### config.mk
export PLATFORM = sky130hd
export DESIGN_NAME = aud_chan_ctrl
export DESIGN_NICKNAME = d
export VERILOG_FILES = /design/src/rtl/aud_chan_pkg.sv /design/src/rtl/aud_chan_rst_seq.sv /design/src/rtl/aud_chan_pos.sv /design/src/rtl/aud_chan_regs.sv /design/src/rtl/aud_chan_ctrl.sv
export SDC_FILE = /design/constraint.sdc
export NUM_CORES = 1
export LEC_CHECK = 0
export BUFFER_PORTS_ARGS = -buffer_cell sky130_fd_sc_hd__buf_4
export CORE_MARGIN = 10
export CORE_UTILIZATION = 45
export CTS_CLUSTER_DIAMETER = 60
export DETAILED_ROUTE_END_ITERATION = 6
export SKIP_LAST_GASP = 1
export SYNTH_ARGS = -nofsm -noshare
export SYNTH_HDL_FRONTEND = slang
export SYNTH_HIERARCHICAL = 1
export SYNTH_SLANG_ARGS = --single-unit
export TNS_END_PERCENT = 1
### constraint.sdc
create_clock -name clk_i -period 11.6 [get_ports clk_i]
set_clock_uncertainty 0.1 [all_clocks]
set_input_delay 3.48 -clock clk_i [delete_from_list [all_inputs] [get_ports clk_i]]
set_output_delay 3.48 -clock clk_i [all_outputs]
set_load 0.02 [all_outputs]
### src/rtl/aud_chan_pkg.sv
package aud_chan_pkg;
  localparam int unsigned DW     = 32;
  localparam int unsigned CNT_W  = 16;
  localparam int unsigned SZ_W   = 16;
  localparam int unsigned CH_W   = 4;

  // word indices
  localparam int unsigned W_CTRL = 4;
  localparam int unsigned W_STAT = 5;
  localparam int unsigned W_FSM  = 6;
  localparam int unsigned W_PCFG = 7;
  localparam int unsigned W_BLO  = 8;
  localparam int unsigned W_BHI  = 9;
  localparam int unsigned W_XCNT = 10;
  localparam int unsigned W_BPC  = 17;

  // control bit positions
  localparam int unsigned C_EN    = 0;
  localparam int unsigned C_SRST  = 1;
  localparam int unsigned C_IOCIE = 13;
  localparam int unsigned C_TOIE  = 14;
  localparam int unsigned C_WID   = 16;
  localparam int unsigned C_CH    = 19;

  // status bit positions
  localparam int unsigned S_CHS = 29;
  localparam int unsigned S_IOC = 31;

  typedef enum logic [2:0] {
    WID_8  = 3'd0,
    WID_16 = 3'd1,
    WID_20 = 3'd2,
    WID_24 = 3'd3,
    WID_32 = 3'd4
  } wid_e;

  typedef struct packed {
    logic [CH_W-1:0] ch;
    wid_e            wid;
    logic            toie;
    logic            iocie;
    logic            en;
  } ctrl_t;
endpackage

### src/rtl/aud_chan_rst_seq.sv
module aud_chan_rst_seq #(
  parameter int unsigned RST_CYC = 4
) (
  input  logic clk_i,
  input  logic rst_ni,
  input  logic start_i,
  output logic busy_o,
  output logic fin_o
);
  localparam int unsigned CW = (RST_CYC > 1) ? $clog2(RST_CYC) : 1;

  logic          busy_q;
  logic [CW-1:0] cnt_q;

  always_ff @(posedge clk_i or negedge rst_ni) begin
    if (!rst_ni) begin
      busy_q <= 1'b0;
      cnt_q  <= '0;
    end else if (busy_q) begin
      if (cnt_q == '0) busy_q <= 1'b0;
      else             cnt_q  <= cnt_q - 1'b1;
    end else if (start_i) begin
      busy_q <= 1'b1;
      cnt_q  <= CW'(RST_CYC - 1);
    end
  end

  assign busy_o = busy_q;
  assign fin_o  = busy_q && (cnt_q == '0);


  rst_load_chk: assert property (@(posedge clk_i) disable iff (!rst_ni)
    $rose(busy_q) |-> cnt_q == CW'(RST_CYC - 1));


  rst_hold_chk: assert property (@(posedge clk_i) disable iff (!rst_ni)
    (busy_q && cnt_q != '0) |=> busy_q && cnt_q == $past(cnt_q) - 1'b1);
endmodule

### src/rtl/aud_chan_pos.sv
module aud_chan_pos
  import aud_chan_pkg::*;
(
  input  logic            clk_i,
  input  logic            rst_ni,
  input  logic            adv_i,
  input  logic            clr_i,
  input  logic [CNT_W-1:0] pcount_i,
  input  logic [SZ_W-1:0]  psize_i,
  output logic [DW-1:0]    off_o,
  output logic             per_evt_o
);
  localparam int unsigned LW = CNT_W + SZ_W;

  logic [LW-1:0]   off_q;
  logic [SZ_W-1:0] per_q;
  logic [LW-1:0]   limit;
  logic [LW:0]     off_inc;
  logic [SZ_W:0]   per_inc;
  logic            buf_end, per_end;

  assign limit   = LW'(pcount_i) * LW'(psize_i);
  assign off_inc = {1'b0, off_q} + 1'b1;
  assign per_inc = {1'b0, per_q} + 1'b1;
  assign buf_end = off_inc >= {1'b0, limit};
  assign per_end = per_inc >= {1'b0, psize_i};

  always_ff @(posedge clk_i or negedge rst_ni) begin
    if (!rst_ni) begin
      off_q <= '0;
      per_q <= '0;
    end else if (clr_i) begin
      off_q <= '0;
      per_q <= '0;
    end else if (adv_i) begin
      off_q <= buf_end ? '0 : off_inc[LW-1:0];
      per_q <= (buf_end || per_end) ? '0 : per_inc[SZ_W-1:0];
    end
  end

  assign off_o     = DW'(off_q);
  assign per_evt_o = adv_i && !clr_i && (per_end || buf_end);


  off_hold_chk: assert property (@(posedge clk_i) disable iff (!rst_ni)
    (!adv_i && !clr_i) |=> $stable(off_q));


  off_step_chk: assert property (@(posedge clk_i) disable iff (!rst_ni)
    (adv_i && !clr_i) |=> (off_q == $past(off_q) + 1'b1) || (off_q == '0));


  off_clr_chk: assert property (@(posedge clk_i) disable iff (!rst_ni)
    clr_i |=> off_q == '0 && per_q == '0);
endmodule

### src/rtl/aud_chan_regs.sv
module aud_chan_regs
  import aud_chan_pkg::*;
#(
  parameter int unsigned ADDR_W = 6
) (
  input  logic              clk_i,
  input  logic              rst_ni,
  input  logic              req_i,
  input  logic              we_i,
  input  logic [ADDR_W-1:0] addr_i,
  input  logic [DW-1:0]     wdata_i,
  output logic [DW-1:0]     rdata_o,
  input  logic              busy_i,
  input  logic              fin_i,
  input  logic              per_evt_i,
  input  logic [DW-1:0]     off_i,
  input  logic              chsts_i,
  output ctrl_t             ctrl_o,
  output logic              srst_start_o,
  output logic [CNT_W-1:0]  pcount_o,
  output logic [SZ_W-1:0]   psize_o,
  output logic              irq_o
);
  ctrl_t         ctrl_q;
  logic          flag_q;
  logic [DW-1:0] fsm_q, pcfg_q, blo_q, bhi_q, bpc_q;
  logic          wr, rd;

  assign wr = req_i && we_i;
  assign rd = req_i && !we_i;

  function automatic logic hit(input logic [ADDR_W-1:0] a, input int unsigned w);
    return a == ADDR_W'(w);
  endfunction

  always_ff @(posedge clk_i or negedge rst_ni) begin
    if (!rst_ni) begin
      ctrl_q <= '0;
      fsm_q  <= '0;
      pcfg_q <= '0;
      blo_q  <= '0;
      bhi_q  <= '0;
      bpc_q  <= '0;
    end else begin
      if (wr && hit(addr_i, W_CTRL)) begin
        ctrl_q.en    <= wdata_i[C_EN];
        ctrl_q.iocie <= wdata_i[C_IOCIE];
        ctrl_q.toie  <= wdata_i[C_TOIE];
        ctrl_q.wid   <= wid_e'(wdata_i[C_WID +: 3]);
        ctrl_q.ch    <= wdata_i[C_CH +: CH_W];
      end
      // reset completion overrides a concurrent enable write
      if (fin_i) ctrl_q.en <= 1'b0;
      if (wr && hit(addr_i, W_FSM))  fsm_q  <= wdata_i;
      if (wr && hit(addr_i, W_PCFG)) pcfg_q <= wdata_i;
      if (wr && hit(addr_i, W_BLO))  blo_q  <= wdata_i;
      if (wr && hit(addr_i, W_BHI))  bhi_q  <= wdata_i;
      if (wr && hit(addr_i, W_BPC))  bpc_q  <= wdata_i;
    end
  end

  // period event beats a same-cycle clear; reset completion beats both
  always_ff @(posedge clk_i or negedge rst_ni) begin
    if (!rst_ni)                                          flag_q <= 1'b0;
    else if (fin_i)                                       flag_q <= 1'b0;
    else if (per_evt_i)                                   flag_q <= 1'b1;
    else if (wr && hit(addr_i, W_STAT) && wdata_i[S_IOC]) flag_q <= 1'b0;
  end

  assign srst_start_o = wr && hit(addr_i, W_CTRL) && wdata_i[C_SRST] && !busy_i;

  always_comb begin
    rdata_o = '0;
    if (rd) begin
      if (hit(addr_i, W_CTRL)) begin
        rdata_o[C_EN]          = ctrl_q.en;
        rdata_o[C_SRST]        = busy_i;
        rdata_o[C_IOCIE]       = ctrl_q.iocie;
        rdata_o[C_TOIE]        = ctrl_q.toie;
        rdata_o[C_WID +: 3]    = ctrl_q.wid;
        rdata_o[C_CH +: CH_W]  = ctrl_q.ch;
      end
      if (hit(addr_i, W_STAT)) begin
        rdata_o[S_IOC] = flag_q;
        rdata_o[S_CHS] = chsts_i;
      end
      if (hit(addr_i, W_FSM))  rdata_o = fsm_q;
      if (hit(addr_i, W_PCFG)) rdata_o = pcfg_q;
      if (hit(addr_i, W_BLO))  rdata_o = blo_q;
      if (hit(addr_i, W_BHI))  rdata_o = bhi_q;
      if (hit(addr_i, W_XCNT)) rdata_o = off_i;
      if (hit(addr_i, W_BPC))  rdata_o = bpc_q;
    end
  end

  assign ctrl_o   = ctrl_q;
  assign pcount_o = pcfg_q[16 +: CNT_W];
  assign psize_o  = pcfg_q[0 +: SZ_W];
  assign irq_o    = flag_q && ctrl_q.iocie;


  set_wins_chk: assert property (@(posedge clk_i) disable iff (!rst_ni)
    (per_evt_i && !fin_i) |=> flag_q);


  fin_clr_chk: assert property (@(posedge clk_i) disable iff (!rst_ni)
    fin_i |=> !flag_q && !ctrl_q.en);


  cfg_keep_chk: assert property (@(posedge clk_i) disable iff (!rst_ni)
    (fin_i && !wr) |=> $stable(pcfg_q) && $stable(fsm_q) && $stable(ctrl_q.iocie));


  irq_rise_chk: assert property (@(posedge clk_i) disable iff (!rst_ni)
    $rose(irq_o) |-> flag_q && ctrl_q.iocie);
endmodule

### src/rtl/aud_chan_ctrl.sv
module aud_chan_ctrl
  import aud_chan_pkg::*;
#(
  parameter int unsigned ADDR_W  = 6,
  parameter int unsigned RST_CYC = 4
) (
  input  logic              clk_i,
  input  logic              rst_ni,
  input  logic              req_i,
  input  logic              we_i,
  input  logic [ADDR_W-1:0] addr_i,
  input  logic [31:0]       wdata_i,
  output logic [31:0]       rdata_o,
  input  logic              byte_stb_i,
  input  logic              chsts_avail_i,
  output logic              irq_o
);
  ctrl_t            ctrl;
  logic             busy, fin, srst_start, adv, per_evt;
  logic [CNT_W-1:0] pcount;
  logic [SZ_W-1:0]  psize;
  logic [DW-1:0]    off;

  assign adv = byte_stb_i && ctrl.en && !busy;

  aud_chan_regs #(.ADDR_W(ADDR_W)) u_regs (
    .clk_i        (clk_i),
    .rst_ni       (rst_ni),
    .req_i        (req_i),
    .we_i         (we_i),
    .addr_i       (addr_i),
    .wdata_i      (wdata_i),
    .rdata_o      (rdata_o),
    .busy_i       (busy),
    .fin_i        (fin),
    .per_evt_i    (per_evt),
    .off_i        (off),
    .chsts_i      (chsts_avail_i),
    .ctrl_o       (ctrl),
    .srst_start_o (srst_start),
    .pcount_o     (pcount),
    .psize_o      (psize),
    .irq_o        (irq_o)
  );

  aud_chan_rst_seq #(.RST_CYC(RST_CYC)) u_rst (
    .clk_i   (clk_i),
    .rst_ni  (rst_ni),
    .start_i (srst_start),
    .busy_o  (busy),
    .fin_o   (fin)
  );

  aud_chan_pos u_pos (
    .clk_i     (clk_i),
    .rst_ni    (rst_ni),
    .adv_i     (adv),
    .clr_i     (fin),
    .pcount_i  (pcount),
    .psize_i   (psize),
    .off_o     (off),
    .per_evt_o (per_evt)
  );


  busy_no_adv_chk: assert property (@(posedge clk_i) disable iff (!rst_ni)
    busy |-> !per_evt);
endmodule

# Word-level counts from Yosys, hierarchy flattened
# Index checks and enable logic that the tools add are counted.
dict set report word_totals {
  regBits 222
  latchBits 0
  ramBits 0
  mem_bits_ro 0
  inputBits 44
  elab_cells 87
  memories 0
}
dict set report classes {
  n_addsub 3
  n_mul 1
  div 0
  n_lt_le_gt_ge 2
  eq_ne 9
  shifts 0
  mux 29
  bitwise_logic 0
  n_reduce_logical 28
}
# operator count
set op_table {}
lappend op_table {{$mux W32} 10}
lappend op_table {{$mux W16} 3}
lappend op_table {{$add A32 B1 Y33 const B} 1}
lappend op_table {{$ge A33 B32 Y1} 1}
lappend op_table {{$mul A16 B16 Y32} 1}
lappend op_table {{$eq A6 B3 Y1 const B} 4}
lappend op_table {{$eq A6 B4 Y1 const B} 3}
lappend op_table {{$logic_and A1 B1 Y1} 18}
lappend op_table {{$add A16 B1 Y17 const B} 1}
lappend op_table {{$ge A17 B16 Y1} 1}
lappend op_table {{$mux W1} 10}
lappend op_table {{$mux W2} 5}
lappend op_table {{$mux W7} 1}
lappend op_table {{$eq A6 B5 Y1 const B} 1}
lappend op_table {{$reduce_bool A2 Y1} 3}
lappend op_table {{$logic_not A1 Y1} 3}
lappend op_table {{$reduce_bool A3 Y1} 1}
lappend op_table {{$logic_not A2 Y1} 1}
lappend op_table {{$ne A2 B2 Y1 const B} 1}
lappend op_table {{$reduce_and A2 Y1} 1}
lappend op_table {{$sub A2 B1 Y2 const B} 1}
lappend op_table {{$logic_or A1 B1 Y1} 1}

# Longest topological paths before layout
dict set report depth {
  ltp_word 9
  depth_mapped 32
  ltp_nobuf 31
}

# Cells and area by module
# Netlist, hierarchy kept.
# mod instances cells_per_inst area_per_inst_um2 seq_area_each_um2
set by_module_without_submodules {}
lappend by_module_without_submodules {aud_chan_pos 1 1334 12039.0 1201.2}
lappend by_module_without_submodules {aud_chan_regs 1 666 8476.9 4279.1}
lappend by_module_without_submodules {aud_chan_rst_seq 1 13 142.6 75.1}
lappend by_module_without_submodules {aud_chan_ctrl 1 1 8.8 0.0}

# Worst setup path after synthesis
# OpenSTA, ideal clock, no wires.
dict set report synth_timing {
  kind {input -> output}
  from {in addr_i[5]}
  to {out rdata_o[29]}
  t_arrival_ns 5.252
  slack_ns 2.768
  stages 6
  path_buffers 2
  path_cell_list {or4b_1 -> buf_2 -> nor3_4 -> buf_2 -> a311oi_1 -> o32ai_1}
}
dict set report synth_via {
  elab_chain_len 9
}
# item line_no
set synth_lines {}
lappend synth_lines {{from (decl)} aud_chan_ctrl.sv:11} ;# input logic [ADDR_W-1:0] addr_i,
lappend synth_lines {{$eq A6 B3 Y1} aud_chan_regs.sv:33} ;# return a == ADDR_W'(w);
lappend synth_lines {{$mux W1} aud_chan_regs.sv:83} ;# if (hit(addr_i, W_STAT)) begin
lappend synth_lines {{$mux W32} aud_chan_regs.sv:87} ;# if (hit(addr_i, W_FSM)) rdata_o = fsm_q;
lappend synth_lines {{$mux W32} aud_chan_regs.sv:88} ;# if (hit(addr_i, W_PCFG)) rdata_o = pcfg_q;
lappend synth_lines {{$mux W32} aud_chan_regs.sv:89} ;# if (hit(addr_i, W_BLO)) rdata_o = blo_q;
lappend synth_lines {{$mux W32} aud_chan_regs.sv:90} ;# if (hit(addr_i, W_BHI)) rdata_o = bhi_q;
lappend synth_lines {{$mux W32} aud_chan_regs.sv:91} ;# if (hit(addr_i, W_XCNT)) rdata_o = off_i;
lappend synth_lines {{$mux W32 *} aud_chan_regs.sv:92} ;# if (hit(addr_i, W_BPC)) rdata_o = bpc_q;
lappend synth_lines {{$mux W32 *} aud_chan_regs.sv:74} ;# if (rd) begin
lappend synth_lines {{to (decl)} aud_chan_ctrl.sv:13} ;# output logic [31:0] rdata_o,
# Every way passes the cells marked *; elsewhere a longest branch is shown, timed or not.

# Worst setup path in the final report
dict set report layout_timing {
  from {in addr_i[5]}
  to {out rdata_o[24]}
}
dict set report layout_via {
  elab_chain_len 8
}
# item line_no
set layout_lines {}
lappend layout_lines {{$eq A6 B3 Y1} aud_chan_regs.sv:33}
lappend layout_lines {{$mux W32} aud_chan_regs.sv:87}
lappend layout_lines {{$mux W32} aud_chan_regs.sv:88}
lappend layout_lines {{$mux W32} aud_chan_regs.sv:89}
lappend layout_lines {{$mux W32} aud_chan_regs.sv:90}
lappend layout_lines {{$mux W32} aud_chan_regs.sv:91}
lappend layout_lines {{$mux W32 *} aud_chan_regs.sv:92}
lappend layout_lines {{$mux W32 *} aud_chan_regs.sv:74}
# Marks and branches as above.

==> summary.txt <==
Clocking
  – TritonCTS clock tree: done
  – Clk slew on worst S/H paths: 0.06 ns
  – CTS H-tree lvls: 1
  – Clock Latency Late Sink: 0.55 ns
  – Clk root buf: clkbuf_16
  – Post-CTS Resized: 0
  – Hold_buf cts: 0
  – Setup bufs post-CTS: 0
  – Clock Tree Buf Depth: 3
  – CTS buffer count: 24
  – Clock sinks: 222

Pwr
  – Proportion of power drawn by the clock network: 0.350
  – Power density over the cells: 96.8 mW/mm^2
  – Leak: 11.2 nW
  – Sequential power share: 0.426
  – Comb pwr share: 0.224
  – Internal power consumption: roughly 0.0015 W
  – Maximum vdd drop: 98.5 uV
  – Net Switching: 0.000715 W
  – Switching share of power: 0.326

Synth
  – Post-Synthesis Cells: 2014
  – Asr flop ratio synth: 1.00
  – Top cells by area, synth: dfrtp_1 27%, fa_1 19%, ha_1 9.4%
  – Synth warn: 6
  – Syn_nets: between 2k and 2.5k
  – Synth Register Bits: 222
  – Most used DFF post-synth: dfrtp_1
  – Synth area leader: dfrtp_1
  – Syn avg cell area: roughly 10 um^2
  – Sequential area share after synthesis: 0.269
  – Yosys cell types: 81
  – Share of the synthesized area in the top cell type: 0.269
  – Mapped cell area: 0.0207 mm^2
  – Post-synth EDFFs: 0

Finish
  – Area added between synthesis and finish: 9.44%
  – Commonest non-fill, non-tap cell in the layout: inv_1
  – Layout Cells excl Fill: 2666
  – Util after Layout: 0.498
  – Leading cell types in the layout, fill and taps excluded: 251 x inv_1, 222 x dfrtp_1, 194 x fa_1, 165 x nand2_1, 155 x ha_1
  – Fraction of layout cells with a size suffix above 1: 0.171
  – ANT cells: 0
  – Fin nets: 2443
  – Filler cell count: 4167

Setup path
  – FF-to-FF End: u_pos/off_o[27]
  – Crit path top cell by count: buf_4
  – Worst R2R Setup Slack: 2.08 ns
  – Critical path startpoint category: input port
  – CP startpoint: addr_i[5]
  – Type of element capturing the critical path: primary output
  – Reg2reg start: u_regs/pcfg_q[3]
  – CP Cell Sequence: buf_4 > nor4b_4 > buf_4 > and2_1 > a221oi_1 > a21oi_1 > buf_4
  – WP depth: 7
  – Crit Path Category: in2out
  – R2r worst-path depth: 30
  – CP bufs+invs: 3
  – Crit-path leading delay family: simple AND/OR/NAND/NOR gates
  – CP Capture Point: rdata_o[24]
  – Arr. time, crit path: 6.30 ns
  – Worst EP required: about 8.0 ns
  – CP Max Fanout: 20
  – CP max stage cell: and2_1
  – Worst path max stage delay: 0.80 ns

Floorplan
  – Die W: 234 um
  – Initial core utilization: 0.455
  – Core area: 0.0454 mm^2
  – Die height: 234 um
  – Site Rows: 78
  – Die area: ~0.055 mm^2
  – IO Pins: 77

Timing
  – Final Cycle Share: 0.851
  – Final Setup Violations: 0
  – RSZ-0062 raised after global routing: no
  – Fin worst setup slack: 1.72 ns
  – Final Max Tran Viols: 0
  – Post-route minimum period: 9.88 ns
  – Final Hold Viols: 0
  – Relative slew slack: 0.160
  – Slew @ Worst Pin: 1.26 ns
  – Final TNS setup: 0 ns
  – Fmax: approximately 0.10 GHz

Placed design
  – RD Place Congestion: 0.933
  – PortBufs: 76
  – Pre-CTS setup slack: 1.81 ns
  – Hpwl dp: 44900 um
  – Placed cell count: around 2.6k

GRT
  – First-pass GRT wire length: 98100 um
  – GRT Util Overall: 0.229
  – Initial antenna violation count: 1
  – Largest net degree at the start of global routing: between 90 and 100
  – Vias in the first global route: around 16k
  – GRT Residual Overflow: 0

Detailed routing
  – Initial DRT Pass Iterations: 5
  – Iteration-0 DRC Markers: 1293
  – ANT nets after route: 0
  – Post-route DRC: 0
  – Routed wire per std cell: 23.1 um
  – Drt total wl: 61600 um
  – Total vias in the final route: 15.7k
  – Routed vias/inst: 5.87

Hold path
  – Hold Path Class: reg2reg

Status
  – Status: completed

Run
  – Max cap viols: 0
-- cell usage after synthesis (all sizes together), types with 4 or more instances --
library cell and instances:
xor2 34, a22o 51, inv 251, nand2 165, a21oi 62, xnor2 38
nor2b 6, buf 26, a32oi 15, mux2 171, nor3 9, dfrtp 222
a22oi 24, a31o 6, o211a 10, fa 194, nand4 10, o22ai 15
nand3 63, a221o 15, o32ai 11, a21o 21, ha 155, clkbuf 77
and2 147, a221oi 23, o21ai 52, a31oi 7, nor2 33, and4 5
o21a 9, a211oi 8, or3 5, o21bai 4, or2 4, and3 25
-- cells by family (layout without fill, tap and decap cells) --
group	count (synthesis)	in the layout	synth area share
AND/OR/NAND/NOR	493	493	0.127
buffers and inverters	354	406	0.0687
AO/OA/AOI/OAI	351	351	0.124
adder cells (fa/ha/maj)	349	349	0.282
flip-flops	222	222	0.269
multiplexers	173	173	0.0996
XOR/XNOR	72	72	0.0305
-- through the flow --
stage	hold slack (ns)	instance area, um^2	total power (W)
floorplan	0.370	20700	0.00122
global placement	0.386	21800	0.00142
detailed placement	0.388	21800	0.00143
CTS	0.407	22600	0.00220
global route	0.412	22600	0.00229
finish	0.408	22600	0.00219
-- flip-flops by register name, summed over array words and instances, names as in the netlist --
register / flops
u_rst/busy_o: 1
u_regs/pcfg_q: 32
u_rst/cnt_q: 2
u_regs/bpc_q: 32
u_pos/off_o: 32
u_regs/flag_q: 1
u_regs/ctrl_o: 10
u_regs/fsm_q: 32
u_regs/bhi_q: 32
u_regs/blo_q: 32
u_pos/per_q: 16
-- layout make-up --
type | count | area, um^2 | share of cell area
clock buffers | 32 | 681 | 0.0301
well taps | 600 | 751 | 0.0332
repair buffers | 113 | 856 | 0.0378
multi-input cells | 1438 | 13700 | 0.607
inverters | 251 | 942 | 0.0417
clock inverters | 10 | 96.3 | 0.00426
flip-flops and latches | 222 | 5560 | 0.246
-- power groups by stage --
stage               clock [W]  sequential [W]  combinational, W
global placement            0        0.000942          0.000477
detailed placement          0        0.000944          0.000486
finish               0.000767        0.000933          0.000490
global route         0.000809        0.000940          0.000544
CTS                  0.000780        0.000931          0.000491
floorplan                   0        0.000892          0.000332
-- worst reg2reg max path, delay by kind of cell, from the launching register on --
family / cells / cell delay, ns
xor gates and xnor gates: 1 / 0.17
and+or+nand+nor: 5 / 1.18
buffers and inverters: 6 / 0.59
AOI/OAI and AO/OA: 10 / 2.58
adders and majority gates: 8 / 3.83
DFF: 1 / 0.98
-- how the worst min path moves through the flow --
| stage | from | to | slack [ns] | cells past startpoint |
|---|---|---|---|---|
| after floorplan | u_pos/off_o[28] | u_pos/off_o[28] | 0.37 | 2 |
| after global placement | u_regs/fsm_q[5] | u_regs/fsm_q[5] | 0.39 | 1 |
| after detailed placement | u_regs/bpc_q[25] | u_regs/bpc_q[25] | 0.39 | 1 |
| after CTS | u_regs/fsm_q[1] | u_regs/fsm_q[1] | 0.41 | 1 |
| after global routing | u_regs/fsm_q[12] | u_regs/fsm_q[12] | 0.41 | 1 |
| final | u_regs/fsm_q[10] | u_regs/fsm_q[10] | 0.41 | 1 |
-- routing by layer --
metal | global-route usage | up-vias | share of wire
met5 | 0 | - | 0
met4 | 0.0529 | 0 | 0.020
met3 | 0.0199 | 86 | 0.056
met2 | 0.383 | 543 | 0.48
met1 | 0.318 | 8058 | 0.45
li1 | - | 6970 | -
(Power assumes the default switching activity.)
